File: config.mk
export PLATFORM = sky130hd
export DESIGN_NAME = sar_ctrl
export DESIGN_NICKNAME = d
export VERILOG_FILES = /design/src/rtl/sar_pkg.sv /design/src/rtl/sar_rst_sync.sv /design/src/rtl/sar_token_seq.sv /design/src/rtl/sar_bit_reg.sv /design/src/rtl/sar_result_hold.sv /design/src/rtl/sar_ctrl.sv
export SDC_FILE = /design/constraint.sdc
export NUM_CORES = 1
export LEC_CHECK = 0
export BUFFER_PORTS_ARGS = -buffer_cell sky130_fd_sc_hd__buf_2
export CAP_MARGIN = 20
export CORE_UTILIZATION = 25
export CTS_CLUSTER_DIAMETER = 80
export DETAILED_ROUTE_END_ITERATION = 8
export GPL_ROUTABILITY_DRIVEN = 0
export PLACE_DENSITY = 0.52
export SYNTH_ARGS = -nofsm -noshare
export SYNTH_HDL_FRONTEND = slang
export SYNTH_SLANG_ARGS = --single-unit
File: constraint.sdc
create_clock -name clk -period 1 [get_ports clk]
set_input_delay 0.2 -clock clk [delete_from_list [all_inputs] [get_ports clk]]
set_output_delay 0.2 -clock clk [all_outputs]
set_load 0.05 [all_outputs]
File: src/rtl/sar_pkg.sv
package sar_pkg;

  parameter int unsigned SAR_BITS_DEF = 8;

  typedef enum logic [1:0] {
    PH_IDLE   = 2'd0,
    PH_SAMPLE = 2'd1,
    PH_TRIAL  = 2'd2
  } sar_phase_e;

endpackage

File: src/rtl/sar_rst_sync.sv
module sar_rst_sync #(
  parameter int unsigned STAGES = 2
) (
  input  logic clk,
  input  logic rst_n,
  output logic rst_n_s
);
  logic [STAGES-1:0] sync_q;

  always_ff @(posedge clk or negedge rst_n) begin
    if (!rst_n) sync_q <= '0;
    else        sync_q <= {sync_q[STAGES-2:0], 1'b1};
  end

  assign rst_n_s = sync_q[STAGES-1];
endmodule

File: src/rtl/sar_token_seq.sv
module sar_token_seq #(
  parameter int unsigned N = sar_pkg::SAR_BITS_DEF
) (
  input  logic         clk,
  input  logic         rst_n,
  input  logic         launch,
  output logic         samp,
  output logic [N-1:0] tok,
  output logic         last,
  output sar_pkg::sar_phase_e phase
);
  import sar_pkg::*;

  localparam logic [N-1:0] TOK_MSB = {1'b1, {(N-1){1'b0}}};

  logic         samp_q, samp_d;
  logic [N-1:0] tok_q, tok_d;

  always_comb begin
    samp_d = launch;
    if (samp_q) tok_d = TOK_MSB;
    else        tok_d = tok_q >> 1;
  end

  always_ff @(posedge clk or negedge rst_n) begin
    if (!rst_n) begin
      samp_q <= 1'b0;
      tok_q  <= '0;
    end else begin
      samp_q <= samp_d;
      tok_q  <= tok_d;
    end
  end

  always_comb begin
    if (samp_q)      phase = PH_SAMPLE;
    else if (|tok_q) phase = PH_TRIAL;
    else             phase = PH_IDLE;
  end

  assign samp = samp_q;
  assign tok  = tok_q;
  assign last = tok_q[0];
endmodule

File: src/rtl/sar_bit_reg.sv
module sar_bit_reg #(
  parameter int unsigned N = sar_pkg::SAR_BITS_DEF
) (
  input  logic         clk,
  input  logic         rst_n,
  input  logic         clear,
  input  logic [N-1:0] tok,
  input  logic         cmp_hi,
  output logic [N-1:0] trial,
  output logic [N-1:0] decided
);
  logic [N-1:0] code_q, code_d;

  for (genvar i = 0; i < N; i++) begin : g_bit
    always_comb begin
      if (tok[i]) decided[i] = ~cmp_hi;
      else        decided[i] = code_q[i];
      if (clear)  code_d[i]  = 1'b0;
      else        code_d[i]  = decided[i];
    end
  end

  always_ff @(posedge clk or negedge rst_n) begin
    if (!rst_n) code_q <= '0;
    else        code_q <= code_d;
  end

  assign trial = code_q | tok;
endmodule

File: src/rtl/sar_result_hold.sv
module sar_result_hold #(
  parameter int unsigned N = sar_pkg::SAR_BITS_DEF
) (
  input  logic         clk,
  input  logic         rst_n,
  input  logic         load,
  input  logic [N-1:0] d,
  output logic [N-1:0] q
);
  logic [N-1:0] res_q, res_d;

  always_comb begin
    if (load) res_d = d;
    else      res_d = res_q;
  end

  always_ff @(posedge clk or negedge rst_n) begin
    if (!rst_n) res_q <= '0;
    else        res_q <= res_d;
  end

  assign q = res_q;
endmodule

File: src/rtl/sar_ctrl.sv
module sar_ctrl #(
  parameter int unsigned N = sar_pkg::SAR_BITS_DEF
) (
  input  logic         clk,
  input  logic         rst_n,
  input  logic         soc,
  input  logic         cont_en,
  input  logic         cmp_hi,
  output logic [N-1:0] dac_code,
  output logic [N-1:0] result,
  output logic         busy,
  output logic         eoc,
  output logic         sh_strobe
);
  import sar_pkg::*;

  logic         rst_n_s;
  logic         launch;
  logic         samp;
  logic         last;
  logic [N-1:0] tok;
  logic [N-1:0] decided;
  sar_phase_e   phase;

  sar_rst_sync #(.STAGES(2)) u_rst (
    .clk     (clk),
    .rst_n   (rst_n),
    .rst_n_s (rst_n_s)
  );

  assign busy   = (phase != PH_IDLE);
  assign launch = (soc & ~busy) | (last & cont_en);

  sar_token_seq #(.N(N)) u_seq (
    .clk    (clk),
    .rst_n  (rst_n_s),
    .launch (launch),
    .samp   (samp),
    .tok    (tok),
    .last   (last),
    .phase  (phase)
  );

  sar_bit_reg #(.N(N)) u_bits (
    .clk     (clk),
    .rst_n   (rst_n_s),
    .clear   (samp),
    .tok     (tok),
    .cmp_hi  (cmp_hi),
    .trial   (dac_code),
    .decided (decided)
  );

  sar_result_hold #(.N(N)) u_res (
    .clk   (clk),
    .rst_n (rst_n_s),
    .load  (last),
    .d     (decided),
    .q     (result)
  );

  assign eoc       = last;
  assign sh_strobe = samp;
endmodule

* Yosys cells after proc, flatten, opt, wreduce, memory -nomap -nowiden
Cells that the tools add are included.
** Storage, ports and cells
- Logic and storage cells :: 32
- Output and inout port bits :: 19
- Flip-flop bits (word level) :: 27
** Operators by class
- Bitwise operators :: 6
- Muxes and demuxes :: 19
- Reductions and logical operators :: 2
** Operators with widths (count)
- two-way mux 1 bit :: 16
- two-way mux 8 bit :: 1
- bitwise OR 8 bit :: 1
- OR reduction 8 bit :: 1
- two-way mux 2 bit :: 2
- bitwise AND 1 bit :: 2
- inverter 1 bit :: 2
- nonzero test 2 bit :: 1
- bitwise OR 1 bit :: 1

* Depth between registers and ports, before layout
- Depth after elaboration :: 7
- Mapped depth :: 3

* Modules after synthesis
From an unflattened synthesis, not the netlist that was laid out.
** Unflattened totals
- Cell total of the unflattened synthesis :: 89
- Area, all modules :: 1151.1 um^2
** By module, submodules not included
- sar_bit_reg :: instances 1, area an instance 426.7 um^2, cells an instance 44
- sar_result_hold :: instances 1, area an instance 331.6 um^2, cells an instance 17
- sar_token_seq :: instances 1, area an instance 314.1 um^2, cells an instance 21
- sar_rst_sync :: instances 1, area an instance 53.8 um^2, cells an instance 3
- sar_ctrl :: instances 1, area an instance 25.0 um^2, cells an instance 4

* Least setup slack after synthesis
OpenSTA, ideal clock, no wires.
- Path type :: reg2out
- Start point :: register u_seq.tok_q[0] (netlist: u_seq.tok[0])
- End point :: output busy
- Data arrival time :: 1.378 ns
- Stages on the path, launching flop included :: 4
- Setup slack :: -0.578 ns
- Path through :: dfrtp_1 > buf_6 > buf_6 > nand3b_1
** Between the ends
- Cells in the longest elaborated chain, start to end :: 4
** RTL lines
- start, declared :: RTL line sar_token_seq.sv:17 : logic [N-1:0] tok_q, tok_d;
- start signal, assigned :: RTL line sar_token_seq.sv:31 : tok_q <= tok_d;
- OR reduction 8 bit :: RTL line sar_token_seq.sv:37 : else if (|tok_q) phase = PH_TRIAL;
- two-way mux 2 bit :: RTL line sar_token_seq.sv:37
- two-way mux 2 bit :: RTL line sar_token_seq.sv:36 : if (samp_q) phase = PH_SAMPLE;
- nonzero test 2 bit :: RTL line sar_ctrl.sv:31 : assign busy = (phase != PH_IDLE);
- end, declared :: RTL line sar_ctrl.sv:11 : output logic busy,
No other way between the ends.

* Worst setup path after layout
- Start point :: register u_seq.tok_q[5] (netlist: u_seq.tok[5])
- End point :: output busy
Same word-level chain as after synthesis.

==> impl_metrics.yaml <==
outcome:
  outcome: "finished with violations"
  failed_checks: "negative setup slack"
finish:
  drive_gt1_share_pct: 53.68
  diodes: 0
  areaGrowthSynthToFinish_pct: 58.61
  nets: 142
  final_util_pct: 42.01
  fillers: 387
routing:
  detail-route-antenna-nets: 0
  viasPerCell: 4.253
  drc: 0
  drtIter0Drc: 16
  wl_per_cell_um: 12.94
  via_count: 791
  drtPass1Iterations: 2
  drt_wl_total_mm: 2.407
yosys:
  synth-seq-cells: 27
  yosys.area_share.adder_pct: 0
  synthSimpleGateAreaFrac_pct: 24.86
  syn_inst: 89
  ys_seq_area_share_pct: 62.43
  async_flop_share_pct: 100.0
  yosys-top-cells-count: "dfrtp_1 (27), nand2b_1 (10), nor2b_1 (9)"
  synth_nets: 94
  synth_compound_area_share_pct: 8.208
  synth_top_area_share_pct: 62.43
  ys.flop_type: "dfrtp_1"
  synth-xor-area-share_pct: 0
  synth_most_common_cell: "dfrtp_1"
  synth.area.mux_share_pct: 0.9249
  synth-edff-count: 0
  synth_cell_type_count: 23
  syn_avg_cell_area_um2: 12.16
  yosysTopAreaCell: "dfrtp_1"
  ys.warnings.count: 0
  synth_area_um2: 1082
  ys_top_cells_by_area: "dfrtp_1 (62%), nand2b_1 (5.8%), nor2b_1 (5.2%)"
  synth_top_family_by_area: "simple AND/OR/NAND/NOR gates"
setup_path:
  cp.arrival_ns: 1.37
  r2r_cells: 3
  worstSetupPathType: "flop to output pin"
  crit_path_start_kind: "flop"
  worstReg2RegEnd: "u_res.q[1]"
  r2r-start: "u_seq.tok[1]"
  path_cells: "nor4_4, nand3b_1, buf_6"
  r2r_slack_ns: -0.10
  critical_path.max_stage_delay_ns: 0.42
  cp_slowest_cell: "dfrtp_1"
  crit_required_ns: 0.80
  crit_fanout: 2
  critPathCaptureType: "output pin"
timing:
  finalSetupViolCount: 27
  finalHoldViolCount: 0
  final_max_slew_viol_count: 0
  clock_skew_ns: 0.003587
  clock.fmax_mhz: 635.1
  post-route-period-util_pct: 157.5
  period_minus_slack_ns: 1.575
  setup_ws_ns: -0.5747
  rsz0062_at_grt: "true"
cts:
  numCtsBuffers: 3
  clkSlewWorstSetupHoldPaths_ns: 0.09
  h-tree-depth: 1
  cts_sinks: 27
  cts_tree: "done"
  clock_latency_ns: 0.27
  cts_root_buffer: "clkbuf_8"
  clock_path_buffers: 2
placement:
  dp.final_hpwl_mm: 1.490
  port_buffers: 23
floorplanning:
  start_util_pct: 26.48
  die_area_um2: 4596
  num_rows: 23
  coreArea_um2: 4086
  io_pins: 24
  die_h_um: 67.80
  die_w_um: 67.80
worst_hold_path:
  worstHoldPathCells: 2
  hp-class: "input port to flop"
  min-delay-start: "cont_en"
  hold-path-endpoint: "u_seq.samp"
job:
  maxCapViolCount: 0
global_route:
  grt_use_total_pct: 12.12
  grt_pass1_vias: 820
  antenna_found_initial: 0
  grt_pass1_wl_mm: 3.967
  grt_max_degree: 26
  grt.overflow.total: 0
==> logic make-up after synthesis <==
| logic type | Yosys count |
|---|---|
| compound gates | 14 |
| buf+inv | 5 |
| flops | 27 |
| mux | 1 |
| other cells | 1 |
| simple gates | 41 |
==> per-stage QoR <==
step	setup TNS [ns]	hold WS [ns]	std cells	setup WS [ns]	area, µm²
after global routing	-5.849	0.1469	186	-0.6383	1717
after CTS	-4.662	0.1498	183	-0.5698	1665
final	-4.823	0.1491	186	-0.5747	1717
after floorplan	-1.608	-0.09559	89	-0.4738	1102
after detailed placement	-1.474	-0.008982	167	-0.2679	1316
after global placement	-1.367	-0.01316	167	-0.2313	1316
==> area by class of cell <==
type | instances | area [µm²] | share of cell area (%)
clock buffer | 4 | 45.04 | 2.624
multi-input combinational | 57 | 445.4 | 25.95
tap | 50 | 62.56 | 3.644
timing repair buffer | 47 | 478.0 | 27.84
inverter | 1 | 3.754 | 0.2187
sequential | 27 | 681.9 | 39.72
==> how the worst max path moves through the flow <==
stage | startpoint | to | slack (ns)
detailed placement | u_seq.tok[1] | busy | -0.27
floorplan | u_seq.tok[0] | busy | -0.47
global route | u_seq.tok[5] | busy | -0.64
global placement | u_seq.tok[5] | busy | -0.23
CTS | u_seq.tok[1] | busy | -0.57
finish | u_seq.tok[5] | busy | -0.57
==> per-layer routing <==
layer / wire, µm / global-route usage [%] / vias to the layer above / share of wire (%)
met1: 1125 / 16.33 / 378 / 47
met4: 38 / 5.469 / 0 / 1.6
met2: 1155 / 19.18 / 17 / 48
met5: 0 / 0 / - / 0
met3: 87 / 1.689 / 4 / 3.6
li1: - / - / 392 / -
==> flip-flops by register name, indices dropped and copies added (netlist names) <==
register       cells
u_bits.code_q      8
u_res.q            8
u_rst.sync_q       2
u_seq.samp         1
u_seq.tok          8
==> worst max-delay path: cells and delay by family, from the launching register on <==
family / cells / cell delay (ns)
buf+inv: 1 / 0.19
flops: 1 / 0.42
simple gates: 2 / 0.49
==> placed cells by master (no fill, tap or decap) <==
| master | synthesis | layout |
|---|---|---|
| and2_4 | 0 | 1 |
| nand3b_1 | 1 | 1 |
| mux2i_1 | 1 | 1 |
| dfrtp_1 | 27 | 22 |
| nor4_4 | 1 | 2 |
| nor2_1 | 5 | 5 |
| a31oi_1 | 5 | 5 |
| nor2b_1 | 9 | 9 |
| buf_8 | 0 | 6 |
| a21oi_2 | 0 | 4 |
| a21oi_1 | 6 | 2 |
| a31o_1 | 2 | 2 |
| nand2b_1 | 10 | 6 |
| a32o_1 | 1 | 1 |
| nor2b_2 | 1 | 1 |
| or2_4 | 0 | 7 |
| buf_4 | 0 | 15 |
| dfrtp_2 | 0 | 5 |
| dlygate4sd3_1 | 0 | 1 |
| or2_1 | 3 | 1 |
| and3b_1 | 2 | 2 |
| conb_1 | 1 | 1 |
| clkbuf_1 | 1 | 1 |
| buf_6 | 2 | 20 |
| clkbuf_8 | 0 | 3 |
| nand2b_4 | 0 | 4 |
| inv_1 | 1 | 1 |
| nand2_1 | 2 | 2 |
| buf_12 | 0 | 1 |
| buf_2 | 1 | 4 |
==> timing repair <==
action / CTS / global route
hold buffers: 1 / 0
setup buffers: 11 / 9
resized for setup: 60 / 14
endpoints found under the hold margin: 2 / 0
pin swaps: 5 / 8
endpoints found under the setup margin: 24 / 32
Power is left out: the tool's default activity adds up to more than one toggle a clock period on the data nets, which glitch-free logic cannot reach.
